--- src/rtl/gpio_evt_pkg.sv ---
// Shared definitions for the GPIO event controller.
// Assumes pins are grouped eight per register.
package gpio_evt_pkg;
    localparam int GRP_PINS = 8;

    typedef enum logic [3:0] {
        SEL_POL  = 4'd0,
        SEL_DIR  = 4'd1,
        SEL_DATA = 4'd2,
        SEL_PSTS = 4'd3,
        SEL_PEN  = 4'd4,
        SEL_SSTS = 4'd5,
        SEL_SEN  = 4'd6,
        SEL_BOTH = 4'd7,
        SEL_MISC = 4'd8,
        SEL_GPE  = 4'd9
    } sel_e;
endpackage

--- src/rtl/gpio_evt_edge.sv ---
// Two-flop synchroniser plus edge detector for W asynchronous pins.
// Assumes pins are low while reset is held, so no spurious edge appears at release.
module gpio_evt_edge #(
    parameter int W = 16
) (
    input  logic         clk,
    input  logic         rst_n,
    input  logic [W-1:0] pin_in,
    output logic [W-1:0] pin_sync,
    output logic [W-1:0] rise,
    output logic [W-1:0] fall
);
    logic [W-1:0] meta_q, sync_q, prev_q;

    // Synchronise the pins and keep last cycle's synchronised level
    always_ff @(posedge clk) begin
        if (!rst_n) begin
            meta_q <= '0;
            sync_q <= '0;
            prev_q <= '0;
        end else begin
            meta_q <= pin_in;
            sync_q <= meta_q;
            prev_q <= sync_q;
        end
    end

    // Compare current and previous synchronised level
    always_comb begin
        pin_sync = sync_q;
        rise     = sync_q & ~prev_q;
        fall     = ~sync_q & prev_q;
    end
endmodule

--- src/rtl/gpio_evt_sticky.sv ---
// W-bit sticky status register, cleared by writing 1 per bit.
// A set in the same cycle as a clear wins, so no event is lost.
module gpio_evt_sticky #(
    parameter int W = 8
) (
    input  logic         clk,
    input  logic         rst_n,
    input  logic [W-1:0] set,
    input  logic [W-1:0] clr,
    output logic [W-1:0] q
);
    logic [W-1:0] q_r;

    // Hold bits, drop cleared ones, then apply new sets
    always_ff @(posedge clk) begin
        if (!rst_n) q_r <= '0;
        else        q_r <= (q_r & ~clr) | set;
    end

    assign q = q_r;
endmodule

--- src/rtl/gpio_event_ctrl.sv ---
// GPIO wake/SMI event controller: per-pin edge selection, sticky wake,
// SMI and miscellaneous status, enables, direction and data registers.
// Assumes a single clock, synchronous active-low reset, GROUPS >= 1.
module gpio_event_ctrl
    import gpio_evt_pkg::*;
#(
    parameter int GROUPS = 2,
    localparam int N  = GROUPS * GRP_PINS,
    localparam int GW = (GROUPS > 1) ? $clog2(GROUPS) : 1,
    localparam int AW = GW + 4
) (
    input  logic          clk,
    input  logic          rst_n,
    input  logic [N-1:0]  pin_in,
    output logic [N-1:0]  pin_out,
    output logic [N-1:0]  pin_oe,
    input  logic          reg_we,
    input  logic [AW-1:0] reg_addr,
    input  logic [7:0]    reg_wdata,
    output logic [7:0]    reg_rdata,
    output logic          pme_out,
    output logic          smi_out
);
    logic [GW-1:0] addr_grp;
    logic [3:0]    addr_sel;
    logic [N-1:0]  pin_s, rise, fall;
    logic [N-1:0]  pol_all, dir_all, dat_all, both_all;
    logic [N-1:0]  pme_en_all, smi_en_all;
    logic [N-1:0]  pme_sts_all, smi_sts_all, misc_sts_all;
    logic          gpe_q, pme_q, smi_q;

    assign addr_grp = reg_addr[AW-1:4];
    assign addr_sel = reg_addr[3:0];

    gpio_evt_edge #(.W(N)) u_edge (
        .clk      (clk),
        .rst_n    (rst_n),
        .pin_in   (pin_in),
        .pin_sync (pin_s),
        .rise     (rise),
        .fall     (fall)
    );

    for (genvar g = 0; g < GROUPS; g++) begin : g_grp
        logic       hit;
        logic [7:0] pol_q, dir_q, dat_q, both_q, pen_q, sen_q;
        logic [7:0] r, f, trig, clr_p, clr_s, clr_m;

        assign hit = reg_we && (addr_grp == GW'(g));
        assign r   = rise[g*GRP_PINS +: GRP_PINS];
        assign f   = fall[g*GRP_PINS +: GRP_PINS];

        // Configuration registers of this group
        always_ff @(posedge clk) begin
            if (!rst_n) begin
                pol_q <= '0; dir_q <= '0; dat_q <= '0;
                both_q <= '0; pen_q <= '0; sen_q <= '0;
            end else if (hit) begin
                case (addr_sel)
                    SEL_POL:  pol_q  <= reg_wdata;
                    SEL_DIR:  dir_q  <= reg_wdata;
                    SEL_DATA: dat_q  <= (reg_wdata & dir_q) | (dat_q & ~dir_q);
                    SEL_BOTH: both_q <= reg_wdata;
                    SEL_PEN:  pen_q  <= reg_wdata;
                    SEL_SEN:  sen_q  <= reg_wdata;
                    default:  ;
                endcase
            end
        end

        // Pick the qualifying edge for each pin
        always_comb begin
            trig  = (both_q & (r | f)) | (~both_q & ((~pol_q & r) | (pol_q & f)));
            clr_p = (hit && addr_sel == SEL_PSTS) ? reg_wdata : 8'h00;
            clr_s = (hit && addr_sel == SEL_SSTS) ? reg_wdata : 8'h00;
            clr_m = (hit && addr_sel == SEL_MISC) ? reg_wdata : 8'h00;
        end

        gpio_evt_sticky #(.W(GRP_PINS)) u_pme (
            .clk(clk), .rst_n(rst_n), .set(trig), .clr(clr_p),
            .q(pme_sts_all[g*GRP_PINS +: GRP_PINS])
        );
        gpio_evt_sticky #(.W(GRP_PINS)) u_smi (
            .clk(clk), .rst_n(rst_n), .set(trig), .clr(clr_s),
            .q(smi_sts_all[g*GRP_PINS +: GRP_PINS])
        );
        gpio_evt_sticky #(.W(GRP_PINS)) u_misc (
            .clk(clk), .rst_n(rst_n), .set(both_q & (r | f)), .clr(clr_m),
            .q(misc_sts_all[g*GRP_PINS +: GRP_PINS])
        );

        assign pol_all   [g*GRP_PINS +: GRP_PINS] = pol_q;
        assign dir_all   [g*GRP_PINS +: GRP_PINS] = dir_q;
        assign dat_all   [g*GRP_PINS +: GRP_PINS] = dat_q;
        assign both_all  [g*GRP_PINS +: GRP_PINS] = both_q;
        assign pme_en_all[g*GRP_PINS +: GRP_PINS] = pen_q;
        assign smi_en_all[g*GRP_PINS +: GRP_PINS] = sen_q;
    end

    // Global wake enable, reachable through any group
    always_ff @(posedge clk) begin
        if (!rst_n)                               gpe_q <= 1'b0;
        else if (reg_we && addr_sel == SEL_GPE)   gpe_q <= reg_wdata[0];
    end

    // Registered event outputs
    always_ff @(posedge clk) begin
        if (!rst_n) begin
            pme_q <= 1'b0;
            smi_q <= 1'b0;
        end else begin
            pme_q <= gpe_q && |(pme_sts_all & pme_en_all);
            smi_q <= |(smi_sts_all & smi_en_all);
        end
    end

    // Read mux over the addressed group
    always_comb begin
        reg_rdata = 8'h00;
        for (int g = 0; g < GROUPS; g++) begin
            if (addr_grp == GW'(g)) begin
                case (addr_sel)
                    SEL_POL:  reg_rdata = pol_all[g*GRP_PINS +: GRP_PINS];
                    SEL_DIR:  reg_rdata = dir_all[g*GRP_PINS +: GRP_PINS];
                    SEL_DATA: reg_rdata = (dat_all[g*GRP_PINS +: GRP_PINS] & dir_all[g*GRP_PINS +: GRP_PINS])
                                        | (pin_s[g*GRP_PINS +: GRP_PINS] & ~dir_all[g*GRP_PINS +: GRP_PINS]);
                    SEL_PSTS: reg_rdata = pme_sts_all[g*GRP_PINS +: GRP_PINS];
                    SEL_PEN:  reg_rdata = pme_en_all[g*GRP_PINS +: GRP_PINS];
                    SEL_SSTS: reg_rdata = smi_sts_all[g*GRP_PINS +: GRP_PINS];
                    SEL_SEN:  reg_rdata = smi_en_all[g*GRP_PINS +: GRP_PINS];
                    SEL_BOTH: reg_rdata = both_all[g*GRP_PINS +: GRP_PINS];
                    SEL_MISC: reg_rdata = misc_sts_all[g*GRP_PINS +: GRP_PINS];
                    SEL_GPE:  reg_rdata = {7'b0, gpe_q};
                    default:  reg_rdata = 8'h00;
                endcase
            end
        end
    end

    assign pin_out = dat_all;
    assign pin_oe  = dir_all;
    assign pme_out = pme_q;
    assign smi_out = smi_q;
endmodule

--- config.mk ---
export PLATFORM = sky130hd
export DESIGN_NAME = gpio_event_ctrl
export DESIGN_NICKNAME = d
export VERILOG_FILES = /design/src/rtl/gpio_evt_pkg.sv /design/src/rtl/gpio_evt_edge.sv /design/src/rtl/gpio_evt_sticky.sv /design/src/rtl/gpio_event_ctrl.sv
export SDC_FILE = /design/constraint.sdc
export NUM_CORES = 1
export LEC_CHECK = 0
export BUFFER_PORTS_ARGS = -buffer_cell sky130_fd_sc_hd__clkbuf_2
export CORE_UTILIZATION = 35
export DETAILED_ROUTE_END_ITERATION = 6
export REMOVE_ABC_BUFFERS = 1
export SETUP_SLACK_MARGIN = 0.05
export SLEW_MARGIN = 20
export SYNTH_ARGS = -nofsm -noshare
export SYNTH_HDL_FRONTEND = slang
export SYNTH_SLANG_ARGS = --single-unit
--- constraint.sdc ---
create_clock -name clk -period 2.9 [get_ports clk]
set_input_delay 0.29 -clock clk [delete_from_list [all_inputs] [get_ports clk]]
set_output_delay 0.29 -clock clk [all_outputs]
set_load 0.05 [all_outputs]
==> Word-level counts from Yosys, hierarchy flattened <==
Cells that the tools add are included.
{ "totals": {"register_bits": 195, "in_bits": 32, "output_inout_bits": 42, "word_cells": 124} }
{ "op_classes": {"eq_ne": 9, "n_mux": 9, "bitwise_logic": 57, "reduce_logical": 25} }
{ "op_table": {"columns": ["cell", "count"], "rows": [
  ["$and 8x8->8", 22],
  ["$pmux 8 s10", 2],
  ["$or 8x8->8", 16],
  ["$not 8->8", 12],
  ["$and 16x16->16", 4],
  ["$mux 8", 7],
  ["$not 16->16", 2],
  ["$reduce_or 16->1", 2],
  ["$reduce_and 2->1", 12],
  ["$eq 4x3->1 const B", 4],
  ["$logic_and 1x1->1", 10],
  ["$eq 4x2->1 const B", 2],
  ["$eq 4x4->1 const B", 2],
  ["$eq 4x1->1 const B", 1],
  ["$logic_not 4->1", 1],
  ["$not 1->1", 1]
]} }

==> Logic depth before layout (Yosys ltp) <==
Gate-level depths: netlist of the first run.
{ "depth": {"ltp_word": 7, "mapped_depth": 9} }

==> Hierarchy <==
From an unflattened synthesis of the first run, not the netlist that was laid out.
{ "unflattened": {"hier_cells": 1021, "area_unflattened_um2": 9919.5} }
{ "modules_own_cells": {"columns": ["module", "n_inst", "cells_per_inst", "area_each_um2"], "rows": [
  ["gpio_event_ctrl", 1, 738, 6387.4],
  ["gpio_evt_sticky", 6, 25, 337.8],
  ["gpio_evt_edge", 1, 133, 1505.2]
]} }

==> Worst setup path after synthesis of the first run <==
No wires, ideal clock.
{ "synth_timing": {"path_type": "input to output", "start": "in reg_addr[0]", "end": "out reg_rdata[3]", "arrival_ps": 2595, "t_required_ps": 2610, "slack_ps": 15, "stages": 7, "path_cell_list": "buf_6 -> or4b_4 -> buf_2 -> o31a_1 -> o211ai_2 -> nor2b_1 -> nor3_1"} }
{ "synth_between": {"elab_chain_len": 3} }
{ "synth_lines": {"columns": ["element", "line_no", "text"], "rows": [
  ["from (decl)", "gpio_event_ctrl.sv:18", "input logic [AW-1:0] reg_addr,"],
  ["$eq 4x4->1, or another cell as far along", "gpio_event_ctrl.sv:122", "case (addr_sel)"],
  ["$pmux 8 s10", "gpio_event_ctrl.sv:122", null],
  ["$mux 8 *", "gpio_event_ctrl.sv:121", "if (addr_grp == GW'(g)) begin"],
  ["to (decl)", "gpio_event_ctrl.sv:20", "output logic [7:0] reg_rdata,"]
]} }
Mark *: on every way between the ends. The rest lies on a longest branch, timed or not.

==> Worst setup path after layout of the first run <==
{ "layout_timing": {"start": "in reg_addr[2]", "end": "out reg_rdata[2]"} }
Same word-level chain as after synthesis.

==> results of run 1 <==
==> worst max-delay path by stage <==
stage / start / to / slack [ns] / depth (start not counted)
2_1_floorplan: reg_addr[0] / reg_rdata[4] / 0.04 / 5
3_3_place_gp: reg_addr[2] / reg_rdata[2] / 0.22 / 7
3_5_place_dp: reg_addr[2] / reg_rdata[2] / 0.15 / 7
4_1_cts: reg_addr[2] / reg_rdata[2] / 0.15 / 7
5_1_grt: g_grp[0].dir_q[1] / reg_rdata[1] / 0.09 / 6
6_report: reg_addr[2] / reg_rdata[2] / 0.12 / 7
==> area by class of cell <==
class,count,area [um2]
Tap cell,335,419
Clock inverter,13,125
Inverter,33,124
Timing Repair Buffer,124,921
Multi-Input combinational cell,733,5180
Fill cell,2645,15200
Clock buffer,18,439
Sequential cell,195,3900
==> cell usage after synthesis, drive strengths merged, types with 3 or more instances <==
library cell  instances  area share [%]
or3                   4            0.26
nor3b                 5            0.40
ha                   32             4.2
nand2                88             3.5
o21a                 34             2.7
nand4                 3            0.20
mux2i                92             9.7
inv                  33             1.3
and2                 50             3.3
a21oi                34             1.8
o22ai                 5            0.33
a2111oi               3            0.28
a32oi                 8            0.74
dfxtp               195              41
mux2                 16             1.9
nor2                 23             1.1
o21ai                18            0.95
o32ai                 3            0.28
o21bai               16             1.3
a222oi                4            0.42
nor3                 12            0.74
buf                  27             1.4
a21o                  3            0.24
clkbuf               43             1.7
and3                  6            0.40
nor2b               108             7.1
a21boi               64             5.1
nand3                35             1.8
a22oi                20             1.6
nand2b                4            0.26
a221oi                9            0.90
a22o                 10            0.92
==> routing by layer <==
metal  global-route usage [%]  share of wire (%)  vias up  wire length, um
met2                     35.6                 46      262            14100
met3                     4.40                6.0       48             1840
met4                     7.41                2.2        0              682
li1                         -                  -     3739                -
met1                     29.7                 46     3840            13900
met5                        0                  0        -                0
==> kinds of logic after synthesis <==
family                     Yosys count  share of synthesized area [%]
muxes                              108                           11.6
and+or+nand+nor                    346                           19.8
DFF                                195                           41.1
buffers and inverters              103                           4.38
AOI/OAI and AO/OA                  247                           18.9
adders and majority gates           32                           4.21
==> state kept, by name (all words and copies together) (netlist names), named ones only <==
| name | count |
|---|---|
| g_grp.both_q | 16 |
| gpe_q | 1 |
| u_edge.pin_sync | 16 |
| smi_out | 1 |
| pme_out | 1 |
| g_grp.pol_q | 16 |
| g_grp.u_misc.q | 16 |
| g_grp.u_smi.q | 16 |
| u_edge.meta_q | 16 |
| u_edge.prev_q | 16 |
| g_grp.u_pme.q | 16 |
| g_grp.dir_q | 16 |
| g_grp.sen_q | 16 |
| g_grp.pen_q | 16 |
==> power by group through the flow <==
| stage | logic (W) | registers, W | clock network [W] |
|---|---|---|---|
| CTS | 0.000517 | 0.00279 | 0.00240 |
| floorplan | 0.000233 | 0.00283 | 0 |
| global placement | 0.000510 | 0.00285 | 0 |
| global route | 0.000558 | 0.00280 | 0.00250 |
| detailed placement | 0.000516 | 0.00285 | 0 |
| finish | 0.000521 | 0.00279 | 0.00234 |
==> stage by stage <==
step                      cell area [um2]  hold WS (ns)  total power (W)
after floorplan                      9210         0.407          0.00307
after global placement              10600         0.413          0.00336
after detailed placement            10600         0.419          0.00337
after CTS                           11100        0.0318          0.00571
after global routing                11100        0.0439          0.00585
final                               11100        0.0400          0.00566
==> impl_metrics.ini, run 1 <==
[critical_path]
crit_type = in -> out
worst-path-buf-inv = 3
critPathTopFamily = simple AND/OR/NAND/NOR gates
crit_path_cell_trace = clkbuf_2 -> or4b_4 -> o32ai_1 -> or3_1 -> a2bb2oi_1 -> buf_4 -> buf_12
reg2reg_depth = 4
crit_path_top_delay_cell = or4b_4
cp_max_fo = 12
r2r_end = pme_out
reg2reg_from = g_grp[1].u_pme.q[2]
crit_path_end_kind = primary output
required_ns = 2.61
reg2reg_slack_ns = 1.20
slowest_delay_ns = 0.69
cp-start-kind = input port
crit_arrival_ns = 2.49

[layout]
finalNonFillerCells = 1451
mostFrequentLayoutCell = dfxtp_1
layout-drive-gt1-share_pct = 16.6
fin_util_pct = 42.2
fin_nets = 1168
layout_common_cells = dfxtp_1, nor2b_1, mux2i_1
diodes = 0
area_delta_synth_final_pct = 17.0

[pwr]
irDropWorstVdd_v = 0.000368
p_int_w = 0.00416
pwr_density_cell_nw_per_um2 = 509
netSwitchingFraction_pct = 26.5
leakagePower_nw = 4.21
p_switching_w = 0.00150
clkPwrFrac_pct = 41.4
power_frac_comb_pct = 9.2
pwr-share-seq_pct = 49.3

[timing]
finalHoldViolations = 0
timing.final.ws_setup_ns = 0.121
fin_crit_ns = 2.78
max_freq_ghz = 0.360
drv_slew = 0
finalCritPeriodShare_pct = 95.8
skew_ns = 0.0184
rsz0062_at_grt = false
setup_viol = 0
max_slew_margin_pct = 53.4
worst_pin_slew_ns = 0.698
setup_tns_ns = 0

[route]
via_per_inst = 5.44
ant_nets = 0
dr.pass1.iters = 5
route.detailed.drc = 0
drt-initial-drc-count = 639
wl_per_cell_um = 21.1
wirelength_um = 30600
num_vias = 7889

[worst_hold_path]
hp-class = in -> reg
hold_start = pin_in[2]
min_to = u_edge.meta_q[2]
holdPathStages = 2

[place]
dp_slack_ns = 0.154
gp_congestion = 0.926
dp.cells = 1420
hpwl_um = 21600
port_buffers = 73

[yosys]
ys_warn_count = 0
synth_area_per_cell_um2 = 9.22
synth.distinct_cells = 58
synth_seq_cells = 195
ys_async_sr_fraction_pct = 0
synth_enable_flop_cells = 0
synthCells = 1031
synthFlopType = dfxtp_1
synth-seq-area-share_pct = 41.1
synth_area_um2 = 9500

[clock_tree]
insertion_delay_ns = 0.45
cts_buffers = 17
ctsResizeCount = 0
hold_buffers = 0
cts_tree = done
clk_pin_slew_worst_paths_ns = 0.08
cts_root_buffer = clkbuf_16
clock-sinks = 195
htreeDepth = 4
clockBufferDepth = 2
post_cts_buffers = 0

[run]
drv_cap = 0

[global_route]
antenna_found_initial = 0
grt_pass1_vias = 7538
globalRouteOverflowTotal = 0
grt_pass1_wl_um = 46700
grt_usage_pct = 22.2
grt_max_degree = 71

[floorplan]
start_util_pct = 36.1
core_um2 = 26400
rows = 59
ios = 74
die_w_um = 167
die-area_um2 = 27800
die_h_um = 167

[run_status]
status = completed
Note: power is estimated with default switching activity, not from simulation.
==> inputs of run 2 (changes only) <==
- MAX_ROUTING_LAYER: not set -> met4
==> impl_metrics.ini, run 2 (synthesis gave the netlist of run 1 again) <==
[route]
dr.pass1.iters = 5
wirelength_um = 30600
route.detailed.drc = 0
ant_nets = 0
num_vias = 7888
via_per_inst = 5.43
drt-initial-drc-count = 772
wl_per_cell_um = 21.0

[pwr]
p_int_w = 0.00418
power_frac_comb_pct = 9.0
leakagePower_nw = 4.24
clkPwrFrac_pct = 41.8
pwr_density_cell_nw_per_um2 = 510
p_total_w = 0.00568
pwr-share-seq_pct = 49.2
netSwitchingFraction_pct = 26.4
irDropWorstVdd_v = 0.000372
p_switching_w = 0.00150

[floorplan]
start_util_pct = 36.1
core_um2 = 26400
die_w_um = 167
ios = 74
die-area_um2 = 27800
die_h_um = 167
rows = 59

[critical_path]
crit_path_end_kind = primary output
crit_type = reg -> out
cp-start-kind = flip-flop
reg2reg_from = g_grp[1].u_pme.q[2]
required_ns = 2.61
crit_arrival_ns = 2.45
cp_max_fo = 6
startpoint = g_grp[0].dir_q[4]

[timing]
rsz0062_at_grt = false
finalCritPeriodShare_pct = 94.6
finalHoldViolations = 0
skew_ns = 0.0112
timing.final.ws_setup_ns = 0.156
worst_pin_slew_ns = 0.589
drv_slew = 0
setup_tns_ns = 0
fin_crit_ns = 2.74
setup_viol = 0
max_slew_margin_pct = 60.7
max_freq_ghz = 0.364

[layout]
filler_cell_count = 2643
fin_nets = 1169
layout-drive-gt1-share_pct = 16.7
diodes = 0
fin_util_pct = 42.3
mostFrequentLayoutCell = dfxtp_1
area_delta_synth_final_pct = 17.3
layout_common_cells = dfxtp_1, nor2b_1, mux2i_1
stdcell_area_um2 = 11100

[global_route]
grt_pass1_vias = 7615
grt_usage_pct = 23.1
antenna_found_initial = 0
globalRouteOverflowTotal = 0
grt_pass1_wl_um = 47000
grt_max_degree = 81

[clock_tree]
hold_buffers = 0
insertion_delay_ns = 0.45
htreeDepth = 4
cts_buffers = 17
clk_pin_slew_worst_paths_ns = 0.08
clockBufferDepth = 2
cts_tree = done
post_cts_buffers = 0
cts_root_buffer = clkbuf_16
clock-sinks = 195
ctsResizeCount = 0

[place]
gp_congestion = 0.955
hpwl_um = 21800
postPlaceCellArea_um2 = 10600
port_buffers = 73
dp_slack_ns = 0.224

[run_status]
status = completed

[worst_hold_path]
hold_start = pin_in[12]
hp-class = in -> reg

[run]
drv_cap = 0
==> run 2: area by class of cell <==
cell class | instances | area (um2) | share of cell area [%]
Timing Repair Buffer | 125 | 928 | 8.33
Clock buffer | 18 | 439 | 3.94
Tap cell | 335 | 419 | 3.76
Sequential cell | 195 | 3900 | 35.0
Multi-Input combinational cell | 733 | 5180 | 46.5
Inverter | 33 | 124 | 1.11
Clock inverter | 14 | 145 | 1.30
==> run 2: per-stage QoR <==
step           instances  hold WS [ns]
3_3_place_gp        1421         0.414
5_1_grt             1453        0.0397
6_report            1453        0.0450
2_1_floorplan        961         0.407
4_1_cts             1453        0.0335
3_5_place_dp        1421         0.419
==> run 2: worst max-delay path, stage by stage, from the launching register on <==
cell and delay [ns]:
dfxtp_1 0.45, mux2_2 0.40, a21oi_1 0.15, nand4_1 0.19, a221oi_1 0.39, nor3_1 0.12
buf_4 0.17, buf_12 0.14
==> run 2: power groups by stage <==
stage | Clock, W | Combinational, W | Sequential [W]
2_1_floorplan | 0 | 0.000233 | 0.00283
3_3_place_gp | 0 | 0.000505 | 0.00285
3_5_place_dp | 0 | 0.000508 | 0.00285
4_1_cts | 0.00244 | 0.000510 | 0.00279
5_1_grt | 0.00255 | 0.000551 | 0.00280
6_report | 0.00237 | 0.000514 | 0.00279
==> run 2: worst paths after layout <==
check	endpoint	slack [ns]	cells after the start
hold / removal	u_edge.meta_q[12]	0.04	2
setup / recovery	reg_rdata[4]	0.16	7
setup reg to reg	pme_out	1.40	4
hold reg to reg	u_edge.pin_sync[12]	0.43	1
==> run 2: routing by layer <==
layer  track usage [%]  vias up  share of wire [%]
li1                  -     3754                  -
met1              30.3     3809                 45
met2              36.2      276                 46
met3              3.04       49                5.5
met4              8.41        0                2.8
met5                 -        -                  0
==> inputs of run 3 (changes only) <==
- BUFFER_PORTS_ARGS: -buffer_cell sky130_fd_sc_hd__clkbuf_2 -> not set
- CTS_CLUSTER_DIAMETER: not set -> 200
- DONT_BUFFER_PORTS: not set -> 1
- SYNTH_HIERARCHICAL: not set -> 1
==> impl_metrics.ini, run 3 <==
[yosys]
synth_top_area_share_pct = 39.4
synth_area_per_cell_um2 = 9.72
ys_async_sr_fraction_pct = 0
ys_warn_count = 6
ys_top_cells_by_area = dfxtp_1, mux2i_1, nor2b_1, nor2b_4, and2_1
synthFlopType = dfxtp_1
synth.distinct_cells = 58
synth_seq_cells = 195
synth_commonest_cells = dfxtp_1, nor2b_1, mux2i_1
synth_area_um2 = 9920
synth_enable_flop_cells = 0
synth-seq-area-share_pct = 39.4
yosys.area.top_type = dfxtp_1
synth.most_common_cell = dfxtp_1
synthCells = 1021

[route]
drt-initial-drc-count = 662
via_per_inst = 5.37
wl_per_cell_um = 21.5
num_vias = 7815
wirelength_um = 31300
ant_nets = 0
route.detailed.drc = 0
dr.pass1.iters = 5

[critical_path]
crit_path_end_kind = primary output
required_ns = 2.61
cp-start-kind = flip-flop
cp_max_fo = 3
crit_type = reg -> out
crit_arrival_ns = 2.37

[clock_tree]
post_cts_buffers = 0
cts_buffers = 17
clk_pin_slew_worst_paths_ns = 0.08
cts_root_buffer = clkbuf_16
hold_buffers = 41
clock-sinks = 195
clockBufferDepth = 2
insertion_delay_ns = 0.45
ctsResizeCount = 0
cts_tree = done
htreeDepth = 4

[global_route]
grt_max_degree = 72
grt_pass1_vias = 7489
grt_usage_pct = 22.7
grt_pass1_wl_um = 47100
antenna_found_initial = 1
globalRouteOverflowTotal = 0

[layout]
layout_common_cells = dfxtp_1, nor2b_1, mux2i_1
filler_cell_count = 2750
area_delta_synth_final_pct = 15.8
seqCellArea_um2 = 3900
diodes = 0
mostFrequentLayoutCell = dfxtp_1
fin_nets = 1096
layout-drive-gt1-share_pct = 16.2
multiInputGateArea_um2 = 5640

[timing]
max_slew_margin_pct = 25.2
setup_viol = 0
skew_ns = 0.00950
finalCritPeriodShare_pct = 91.9
worst_pin_slew_ns = 1.12
setup_tns_ns = 0
max_freq_ghz = 0.375
rsz0062_at_grt = false
fin_crit_ns = 2.66
timing.final.ws_setup_ns = 0.236
finalHoldViolations = 0
drv_slew = 0

[floorplan]
die_h_um = 170
rows = 61
start_util_pct = 35.6
die-area_um2 = 29000
core_um2 = 27900
die_w_um = 170
ios = 74

[pwr]
irDropWorstVdd_v = 0.000337
pwr_density_cell_nw_per_um2 = 488
p_total_w = 0.00560
leakagePower_nw = 4.40

[place]
port_buffers = 0
hpwl_um = 19100
gp_congestion = 0.920
dp_slack_ns = 0.553

[worst_hold_path]
hp-class = in -> reg

[run]
drv_cap = 0

[run_status]
status = completed
-- run 3: cell count changes after synthesis, moves of 11 or more --
cell      before  now
nand2_1       88   68
buf_4          0   11
o21a_1        34   65
o22a_1         0   17
and2_1        50   81
a21boi_0      56   27
nor2b_4        0   48
ha_1          32    0
a21oi_1       34   12
o21bai_1      16    0
inv_1         33    5
and3_1         6   21
-- run 3: per-stage QoR --
step | instances | utilization (%) | hold slack [ns] | instance area [um2]
floorplan | 950 | - | 0.407 | 9570
global placement | 1380 | 37.4 | 0.414 | 10400
detailed placement | 1380 | 37.4 | 0.419 | 10400
CTS | 1453 | 41.1 | 0.000237 | 11500
global route | 1455 | 41.2 | 0.00103 | 11500
finish | 1455 | 41.2 | 0.00630 | 11500
-- run 3: report_power, final --
part | switching (W) | leakage [nW] | internal, W
Sequential | 0.0000311 | 1.58 | 0.00272
Clock | 0.00120 | 0.290 | 0.00123
Combinational | 0.000227 | 2.53 | 0.000186
-- run 3: kinds of logic (layout without fill, tap and decap cells) --
family / Yosys count / after routing / share of synthesized area (%)
flops: 195 / 195 / 39.4
buf+inv: 76 / 132 / 3.76
mux: 122 / 122 / 12.9
compound gates: 207 / 207 / 15.6
simple gates: 421 / 421 / 28.5
-- run 3: path summary, 6_finish.rpt --
check / slack, ns / endpoint / cells after the start / start
setup / recovery: 0.24 / reg_rdata[0] / 5 / flip-flop
hold / removal: 0.006 / g_grp[0].dir_q[2] / 2 / reg_wdata[2]
setup reg to reg: 1.33 / pme_out / 4 / g_grp[0].u_pme/q[4]
hold reg to reg: 0.44 / u_edge/pin_sync[12] / 1 / u_edge/meta_q[12]
-- run 3: final cells by class --
| class | instances | area share (%) |
|---|---|---|
| clock buffer | 17 | 3.70 |
| clock inverter | 15 | 1.39 |
| inverter | 5 | 0.163 |
| multi-input combinational | 750 | 49.1 |
| sequential | 195 | 34.0 |
| tap | 378 | 4.12 |
| timing repair buffer | 95 | 7.48 |
-- run 3: worst max-delay path: stages, from the launching register on --
cell       delay [ns]
dfxtp_1          0.49
mux2i_1          0.25
nor2_1           0.05
a2111oi_0        0.62
a31oi_1          0.26
buf_4            0.25
-- run 3: layer usage --
metal / wire length, um / track usage, %
met1: 14100 / 29.9
met2: 14500 / 35.3
met4: 544 / 6.54
met3: 2140 / 4.42
met5: 0 / -
